File: config.mk
export PLATFORM = sky130hd
export DESIGN_NAME = vidctl_regbank
export DESIGN_NICKNAME = d
export VERILOG_FILES = /design/src/rtl/vidctl_pkg.sv /design/src/rtl/vidctl_axil_wr.sv /design/src/rtl/vidctl_axil_rd.sv /design/src/rtl/vidctl_frame_seq.sv /design/src/rtl/vidctl_regfile.sv /design/src/rtl/vidctl_regbank.sv
export SDC_FILE = /design/constraint.sdc
export NUM_CORES = 1
export LEC_CHECK = 0
export BUFFER_PORTS_ARGS = -buffer_cell sky130_fd_sc_hd__clkbuf_2
export CAP_MARGIN = 20
export CELL_PAD_IN_SITES_DETAIL_PLACEMENT = 0
export CELL_PAD_IN_SITES_GLOBAL_PLACEMENT = 1
export CORE_MARGIN = 1
export CORE_UTILIZATION = 41
export CTS_CLUSTER_SIZE = 25
export DETAILED_ROUTE_END_ITERATION = 10
export GPL_TIMING_DRIVEN = 1
export PLACE_DENSITY = 0.89
export REMOVE_ABC_BUFFERS = 1
export SLEW_MARGIN = 0
export SYNTH_ARGS = -nofsm -noshare
export SYNTH_HDL_FRONTEND = slang
export SYNTH_SLANG_ARGS = --single-unit
File: constraint.sdc
create_clock -name clk -period 2.5 [get_ports clk]
set_input_delay 0.75 -clock clk [delete_from_list [all_inputs] [get_ports clk]]
set_output_delay 0.75 -clock clk [all_outputs]
set_load 0.05 [all_outputs]
File: src/rtl/vidctl_pkg.sv
package vidctl_pkg;

    // byte offsets of the register words
    localparam int OFF_CTRL   = 'h00;
    localparam int OFF_GIE    = 'h04;
    localparam int OFF_IER    = 'h08;
    localparam int OFF_ISR    = 'h0C;
    localparam int OFF_WIDTH  = 'h10;
    localparam int OFF_HEIGHT = 'h18;
    localparam int OFF_PHASE  = 'h28;

    // control word bit positions
    localparam int B_START = 0;
    localparam int B_DONE  = 1;
    localparam int B_IDLE  = 2;
    localparam int B_READY = 3;
    localparam int B_AUTO  = 7;

    typedef enum logic {WR_COLLECT, WR_RESP} wr_state_e;
    typedef enum logic {RD_IDLE, RD_SEND} rd_state_e;
    typedef enum logic [1:0] {SEQ_IDLE, SEQ_LAUNCH, SEQ_RUN} seq_state_e;

endpackage

File: src/rtl/vidctl_axil_wr.sv
module vidctl_axil_wr
    import vidctl_pkg::*;
#(
    parameter int ADDR_W = 8,
    parameter int DATA_W = 32
) (
    input  logic              clk,
    input  logic              rst_n,
    input  logic              awvalid,
    output logic              awready,
    input  logic [ADDR_W-1:0] awaddr,
    input  logic              wvalid,
    output logic              wready,
    input  logic [DATA_W-1:0] wdata,
    output logic              bvalid,
    input  logic              bready,
    output logic              wr_en,
    output logic [ADDR_W-1:0] wr_addr,
    output logic [DATA_W-1:0] wr_data
);

    wr_state_e         st_q, st_d;
    logic              aw_have_q, w_have_q;
    logic [ADDR_W-1:0] addr_q;
    logic [DATA_W-1:0] data_q;

    always_ff @(posedge clk) begin
        if (!rst_n) st_q <= WR_COLLECT;
        else        st_q <= st_d;
    end

    always_comb begin
        st_d = st_q;
        unique case (st_q)
            WR_COLLECT: if (aw_have_q && w_have_q) st_d = WR_RESP;
            WR_RESP:    if (bready) st_d = WR_COLLECT;
        endcase
    end

    always_comb begin
        awready = 1'b0;
        wready  = 1'b0;
        bvalid  = 1'b0;
        wr_en   = 1'b0;
        unique case (st_q)
            WR_COLLECT: begin
                awready = !aw_have_q;
                wready  = !w_have_q;
                wr_en   = aw_have_q && w_have_q;
            end
            WR_RESP: bvalid = 1'b1;
        endcase
    end

    // holding registers for the two halves of a write
    always_ff @(posedge clk) begin
        if (!rst_n) begin
            aw_have_q <= 1'b0;
            w_have_q  <= 1'b0;
            addr_q    <= '0;
            data_q    <= '0;
        end else begin
            if (awvalid && awready) begin
                aw_have_q <= 1'b1;
                addr_q    <= awaddr;
            end else if (wr_en) begin
                aw_have_q <= 1'b0;
            end
            if (wvalid && wready) begin
                w_have_q <= 1'b1;
                data_q   <= wdata;
            end else if (wr_en) begin
                w_have_q <= 1'b0;
            end
        end
    end

    assign wr_addr = addr_q;
    assign wr_data = data_q;

endmodule

File: src/rtl/vidctl_axil_rd.sv
module vidctl_axil_rd
    import vidctl_pkg::*;
#(
    parameter int ADDR_W = 8,
    parameter int DATA_W = 32
) (
    input  logic              clk,
    input  logic              rst_n,
    input  logic              arvalid,
    output logic              arready,
    input  logic [ADDR_W-1:0] araddr,
    output logic              rvalid,
    input  logic              rready,
    output logic [DATA_W-1:0] rdata,
    output logic [ADDR_W-1:0] rd_addr,
    output logic              rd_take,
    input  logic [DATA_W-1:0] rd_value
);

    rd_state_e         st_q, st_d;
    logic [DATA_W-1:0] rdata_q;

    always_ff @(posedge clk) begin
        if (!rst_n) st_q <= RD_IDLE;
        else        st_q <= st_d;
    end

    always_comb begin
        st_d = st_q;
        unique case (st_q)
            RD_IDLE: if (arvalid) st_d = RD_SEND;
            RD_SEND: if (rready)  st_d = RD_IDLE;
        endcase
    end

    always_comb begin
        arready = 1'b0;
        rvalid  = 1'b0;
        unique case (st_q)
            RD_IDLE: arready = 1'b1;
            RD_SEND: rvalid  = 1'b1;
        endcase
    end

    assign rd_take = arvalid && arready;
    assign rd_addr = araddr;

    always_ff @(posedge clk) begin
        if (!rst_n)       rdata_q <= '0;
        else if (rd_take) rdata_q <= rd_value;
    end

    assign rdata = rdata_q;

endmodule

File: src/rtl/vidctl_frame_seq.sv
module vidctl_frame_seq
    import vidctl_pkg::*;
(
    input  logic clk,
    input  logic rst_n,
    input  logic start_req,
    input  logic frame_done,
    output logic accept,
    output logic frame_go,
    output logic running,
    output logic fin_ok
);

    seq_state_e st_q, st_d;

    always_ff @(posedge clk) begin
        if (!rst_n) st_q <= SEQ_IDLE;
        else        st_q <= st_d;
    end

    always_comb begin
        st_d = st_q;
        unique case (st_q)
            SEQ_IDLE:   if (start_req) st_d = SEQ_LAUNCH;
            SEQ_LAUNCH: st_d = SEQ_RUN;
            SEQ_RUN:    if (frame_done) st_d = SEQ_IDLE;
            default:    st_d = SEQ_IDLE;
        endcase
    end

    always_comb begin
        accept   = 1'b0;
        frame_go = 1'b0;
        running  = 1'b1;
        fin_ok   = 1'b0;
        unique case (st_q)
            SEQ_IDLE: begin
                running = 1'b0;
                accept  = start_req;
            end
            SEQ_LAUNCH: frame_go = 1'b1;
            SEQ_RUN:    fin_ok   = frame_done;
            default:    running  = 1'b0;
        endcase
    end

endmodule

File: src/rtl/vidctl_regfile.sv
module vidctl_regfile
    import vidctl_pkg::*;
#(
    parameter int ADDR_W = 8,
    parameter int DATA_W = 32,
    parameter int DIM_W  = 16
) (
    input  logic              clk,
    input  logic              rst_n,
    input  logic              wr_en,
    input  logic [ADDR_W-1:0] wr_addr,
    input  logic [DATA_W-1:0] wr_data,
    input  logic [ADDR_W-1:0] rd_addr,
    input  logic              rd_take,
    input  logic              accept,
    input  logic              frame_go,
    input  logic              running,
    input  logic              fin_ok,
    output logic [DATA_W-1:0] rd_value,
    output logic              start_req,
    output logic              done_flag,
    output logic [DIM_W-1:0]  cur_width,
    output logic [DIM_W-1:0]  cur_height,
    output logic [1:0]        cur_phase
);

    localparam int IW = ADDR_W - 2;
    localparam logic [IW-1:0] I_CTRL   = IW'(OFF_CTRL   >> 2);
    localparam logic [IW-1:0] I_GIE    = IW'(OFF_GIE    >> 2);
    localparam logic [IW-1:0] I_IER    = IW'(OFF_IER    >> 2);
    localparam logic [IW-1:0] I_ISR    = IW'(OFF_ISR    >> 2);
    localparam logic [IW-1:0] I_WIDTH  = IW'(OFF_WIDTH  >> 2);
    localparam logic [IW-1:0] I_HEIGHT = IW'(OFF_HEIGHT >> 2);
    localparam logic [IW-1:0] I_PHASE  = IW'(OFF_PHASE  >> 2);

    logic [IW-1:0]    wr_idx, rd_idx;
    logic             auto_q, gie_q;
    logic [1:0]       ier_q, phase_q;
    logic [DIM_W-1:0] width_q, height_q;
    logic             wr_ctrl;

    assign wr_idx  = wr_addr[ADDR_W-1:2];
    assign rd_idx  = rd_addr[ADDR_W-1:2];
    assign wr_ctrl = wr_en && (wr_idx == I_CTRL);

    // start: software or auto-restart arms it, the launch cycle clears it
    always_ff @(posedge clk) begin
        if (!rst_n)                          start_req <= 1'b0;
        else if (wr_ctrl && wr_data[B_START]) start_req <= 1'b1;
        else if (fin_ok && auto_q)           start_req <= 1'b1;
        else if (frame_go)                   start_req <= 1'b0;
    end

    // done: sticky set from the datapath, cleared by a control read
    always_ff @(posedge clk) begin
        if (!rst_n)                            done_flag <= 1'b0;
        else if (fin_ok)                       done_flag <= 1'b1;
        else if (rd_take && rd_idx == I_CTRL)  done_flag <= 1'b0;
    end

    always_ff @(posedge clk) begin
        if (!rst_n) begin
            auto_q   <= 1'b0;
            gie_q    <= 1'b0;
            ier_q    <= '0;
            width_q  <= '0;
            height_q <= '0;
            phase_q  <= '0;
        end else if (wr_en) begin
            case (wr_idx)
                I_CTRL:   auto_q   <= wr_data[B_AUTO];
                I_GIE:    gie_q    <= wr_data[0];
                I_IER:    ier_q    <= wr_data[1:0];
                I_WIDTH:  width_q  <= wr_data[DIM_W-1:0];
                I_HEIGHT: height_q <= wr_data[DIM_W-1:0];
                I_PHASE:  phase_q  <= wr_data[1:0];
                default:  ;
            endcase
        end
    end

    // per-frame snapshot taken when the sequencer accepts a start
    always_ff @(posedge clk) begin
        if (!rst_n) begin
            cur_width  <= '0;
            cur_height <= '0;
            cur_phase  <= '0;
        end else if (accept) begin
            cur_width  <= width_q;
            cur_height <= height_q;
            cur_phase  <= phase_q;
        end
    end

    always_comb begin
        rd_value = '0;
        case (rd_idx)
            I_CTRL: begin
                rd_value[B_START] = start_req;
                rd_value[B_DONE]  = done_flag;
                rd_value[B_IDLE]  = !running;
                rd_value[B_READY] = frame_go;
                rd_value[B_AUTO]  = auto_q;
            end
            I_GIE:    rd_value[0]   = gie_q;
            I_IER:    rd_value[1:0] = ier_q;
            I_ISR:    rd_value      = '0;
            I_WIDTH:  rd_value      = DATA_W'(width_q);
            I_HEIGHT: rd_value      = DATA_W'(height_q);
            I_PHASE:  rd_value[1:0] = phase_q;
            default:  rd_value      = '0;
        endcase
    end

    logic unused_bits;
    assign unused_bits = ^{wr_data[DATA_W-1:DIM_W], wr_addr[1:0], rd_addr[1:0]};

endmodule

File: src/rtl/vidctl_regbank.sv
module vidctl_regbank
    import vidctl_pkg::*;
#(
    parameter int ADDR_W = 8,
    parameter int DATA_W = 32,
    parameter int DIM_W  = 16
) (
    input  logic              clk,
    input  logic              rst_n,
    input  logic              awvalid,
    output logic              awready,
    input  logic [ADDR_W-1:0] awaddr,
    input  logic              wvalid,
    output logic              wready,
    input  logic [DATA_W-1:0] wdata,
    output logic              bvalid,
    input  logic              bready,
    output logic [1:0]        bresp,
    input  logic              arvalid,
    output logic              arready,
    input  logic [ADDR_W-1:0] araddr,
    output logic              rvalid,
    input  logic              rready,
    output logic [DATA_W-1:0] rdata,
    output logic [1:0]        rresp,
    output logic              frame_go,
    input  logic              frame_done,
    output logic [DIM_W-1:0]  cur_width,
    output logic [DIM_W-1:0]  cur_height,
    output logic [1:0]        cur_phase
);

    logic              wr_en, rd_take, accept, seq_running, fin_ok;
    logic              start_req, done_flag;
    logic [ADDR_W-1:0] wr_addr, rd_addr;
    logic [DATA_W-1:0] wr_data, rd_value;

    assign bresp = 2'b00;
    assign rresp = 2'b00;

    vidctl_axil_wr #(.ADDR_W(ADDR_W), .DATA_W(DATA_W)) u_wr (
        .clk(clk), .rst_n(rst_n),
        .awvalid(awvalid), .awready(awready), .awaddr(awaddr),
        .wvalid(wvalid), .wready(wready), .wdata(wdata),
        .bvalid(bvalid), .bready(bready),
        .wr_en(wr_en), .wr_addr(wr_addr), .wr_data(wr_data)
    );

    vidctl_axil_rd #(.ADDR_W(ADDR_W), .DATA_W(DATA_W)) u_rd (
        .clk(clk), .rst_n(rst_n),
        .arvalid(arvalid), .arready(arready), .araddr(araddr),
        .rvalid(rvalid), .rready(rready), .rdata(rdata),
        .rd_addr(rd_addr), .rd_take(rd_take), .rd_value(rd_value)
    );

    vidctl_frame_seq u_seq (
        .clk(clk), .rst_n(rst_n),
        .start_req(start_req), .frame_done(frame_done),
        .accept(accept), .frame_go(frame_go),
        .running(seq_running), .fin_ok(fin_ok)
    );

    vidctl_regfile #(.ADDR_W(ADDR_W), .DATA_W(DATA_W), .DIM_W(DIM_W)) u_regs (
        .clk(clk), .rst_n(rst_n),
        .wr_en(wr_en), .wr_addr(wr_addr), .wr_data(wr_data),
        .rd_addr(rd_addr), .rd_take(rd_take),
        .accept(accept), .frame_go(frame_go), .running(seq_running), .fin_ok(fin_ok),
        .rd_value(rd_value), .start_req(start_req), .done_flag(done_flag),
        .cur_width(cur_width), .cur_height(cur_height), .cur_phase(cur_phase)
    );

endmodule

==> results.json <==
{
  "synth_edf_count": 0,
  "crit_family": "buffers and inverters",
  "grt_antenna_before_repair": 0,
  "route.detailed.drc": 0,
  "multi_input_area_um2": 2215,
  "synthDominantCellAreaShare_pct": 48.94,
  "layout_setup_ws_ps": 372.1,
  "synthArstFlopShare_pct": 0,
  "met3_usage_pct": 6.531,
  "synth_most_common_cell": "nand2_1",
  "slowest_delay_ps": 330,
  "cts_tree": "done",
  "final_util_pct": 52.36,
  "met2_usage_pct": 32.51,
  "dominantRegCellSynth": "dfxtp_1",
  "fin_skew_ps": 12.73,
  "io_buffers": 91,
  "ir_drop_uv": 462.8,
  "track_usage_pct": 19.47,
  "syn_avg_cell_area_um2": 8.589,
  "tightestPinTransition_ps": 604.7,
  "placed_cell_area_um2": 5366,
  "grt_pass1_wl_um": 18930,
  "report.final.slew_viol_count": 0,
  "syn-cell-area_um2": 4827,
  "rr_startpoint": "u_seq.st_q[0]$_SDFFE_PN0P_",
  "placed_cells": 770,
  "num_vias": 4079,
  "worstReg2RegEnd": "u_regs.cur_width[0]$_SDFFE_PN0P_",
  "required_ps": 1750,
  "setup_viol": 0,
  "drt_wl_total_um": 11450,
  "status": "completed",
  "path_clk_slew_ps": 60,
  "regArea_um2": 2362,
  "antenna_cells": 0,
  "synthTopCellsByCount": "nand2_1, dfxtp_1, a21boi_0",
  "initial_core_util_pct": 42.09,
  "ant_nets": 0,
  "timing.hold.ws_ps": 459.6,
  "insertion_delay_ps": 410,
  "cp_cell_sequence": "inv_1 > ha_1 > clkbuf_2",
  "slew_headroom_pct": 59.59,
  "whs_path_depth": 2,
  "cts_sinks": 118,
  "num_rows": 39,
  "layout_min_cycle_time_ps": 2128,
  "tns_ps": 0,
  "fp.dieW_um": 110.5,
  "post-dp-hpwl_um": 7523,
  "n_fill_cell": 1098,
  "gr-max-usage-layer": "met2",
  "ys_ff_latch": 118,
  "syn_inst": 562,
  "root_buffer": "clkbuf_16",
  "powerDensity_nw_per_um2": 842.4,
  "startpoint_type": "flip-flop",
  "cp_max_fo": 4,
  "critPathKind": "reg -> out",
  "rr_worst_depth": 6,
  "drt-pass1-iter-count": 5,
  "fin_cells": 802,
  "design_area_um2": 6005,
  "hold_violations": 0,
  "hold_class": "reg -> reg",
  "worstHoldEndpoint": "u_regs.cur_width[14]$_SDFFE_PN0P_",
  "clock.fmax_mhz": 469.9,
  "ctsResizeCount": 0,
  "synth_cell_types": 41,
  "reg2reg_slack_ps": 810,
  "yosysSeqAreaShare_pct": 48.94,
  "gp_congestion": 0.8166,
  "cp_num_buf_inv": 2,
  "drtIter0Drc": 276,
  "place_ws_ps": 404.0,
  "ioPinCount": 132,
  "grt_max_degree": 92,
  "hp-start": "u_regs.cur_width[14]$_SDFFE_PN0P_",
  "slowest_stage": "dfxtp_1",
  "first_global_vias": 3907,
  "drive_gt1_share_pct": 22.31,
  "leakage_nw": 2.434,
  "yosys.area.top_type": "dfxtp_1",
  "clock_path_buffers": 2,
  "cp.arrival_ps": 1380,
  "synthTopCellsByArea": "dfxtp_1, nand2_1, a21boi_0, o21ai_0, nand3_1",
  "cts_made_buffers": 17,
  "end_kind": "output pin",
  "syn_to_final_growth_pct": 24.39,
  "rsz0062_at_grt": "false",
  "core_um2": 11470,
  "layout.nets": 707,
  "vias_per_cell": 5.086,
  "ctsHtreeMaxLevel": 4,
  "power.total_mw": 5.058,
  "hold_buffers": 0,
  "maxCapViolCount": 0,
  "overflow": 0,
  "grtUsageMet1_pct": 23.77,
  "die_h_um": 110.5,
  "wl_per_cell_um": 14.27,
  "cts_setup_buffers": 0,
  "die_area_um2": 12210,
  "yosys_warnings": 0,
  "min_period_over_period_pct": 85.12
}
==> layout make-up <==
cell class / instances / area share, %
clock buffer: 18 / 7.314
clock inverter: 14 / 3.313
inverter: 8 / 0.5001
multi-input combinational: 397 / 36.88
sequential: 118 / 39.34
tap: 143 / 2.980
timing repair buffer: 104 / 9.669
==> worst min-delay path: stages (launching register included) <==
cell and delay (ps):
dfxtp_1 310, nand2_1 40, a21boi_0 60
==> cells by family (layout without fill, tap and decap cells) <==
| group | count (synthesis) | count (layout) | share of synthesized area, % |
|---|---|---|---|
| simple gates | 223 | 223 | 20.94 |
| compound gates | 130 | 130 | 17.78 |
| flops | 118 | 118 | 48.94 |
| buf+inv | 66 | 144 | 6.947 |
| mux | 19 | 19 | 4.018 |
| fa+ha+maj | 5 | 5 | 1.296 |
| other cells | 1 | 20 | 0.07769 |
==> how the worst max path moves through the flow <==
stage          depth (start not counted)                            end                       start  slack, ps
2_1_floorplan                          4    u_rd.rdata[10]$_SDFFE_PN0P_                   araddr[3]        220
3_3_place_gp                           5  u_regs.done_flag$_SDFFE_PN0P_                   araddr[2]        440
3_5_place_dp                           5  u_regs.done_flag$_SDFFE_PN0P_                   araddr[2]        400
4_1_cts                                3                       frame_go  u_seq.st_q[1]$_SDFFE_PN0P_        350
5_1_grt                                3                       frame_go  u_seq.st_q[1]$_SDFFE_PN0P_        300
6_report                               3                       frame_go  u_seq.st_q[1]$_SDFFE_PN0P_        370
==> registers in the layout (all words and copies together), names as in the netlist <==
register           cells
u_rd.rdata            16
u_regs.cur_height     16
u_regs.cur_width      16
u_regs.height_q       16
u_regs.width_q        16
u_wr.wr_data          16
u_wr.wr_addr           6
u_regs.cur_phase       2
u_regs.ier_q           2
u_regs.phase_q         2
u_seq.st_q             2
u_rd.st_q              1
u_regs.auto_q          1
u_regs.done_flag       1
u_regs.gie_q           1
u_regs.start_req       1
u_wr.aw_have_q         1
u_wr.st_q              1
u_wr.w_have_q          1
==> per-layer routing <==
| metal | vias to the layer above | share of wire (%) |
|---|---|---|
| met2 | 123 | 49 |
| met5 | - | 0 |
| met3 | 13 | 6.0 |
| li1 | 2033 | - |
| met4 | 0 | 1.0 |
| met1 | 1910 | 44 |
==> power breakdown <==
part           internal (mW)  switching, mW
clock network           1.70          0.904
registers               1.93         0.0383
logic                  0.141          0.340
==> cells in the final DEF, fill, tap and decap left out, drive strengths merged, types with 2 or more instances in the layout <==
cell type and n:
nand2 132, nand3 37, bufinv 4, mux2 3, dfxtp 118, o211a 2
clkinv 7, nor2 19, nand4b 2, nor3 2, inv 10, buf 14
o31ai 2, nand2b 3, ha 5, a221oi 11, o21ai 52, a22oi 2
or3 2, nor2b 11, a21boi 53, nor3b 2, clkbuf 108, nor4b 2
mux2i 16, a21oi 3, conb 20, and2 4, nand3b 3
Power figures use the tool's default switching activity.
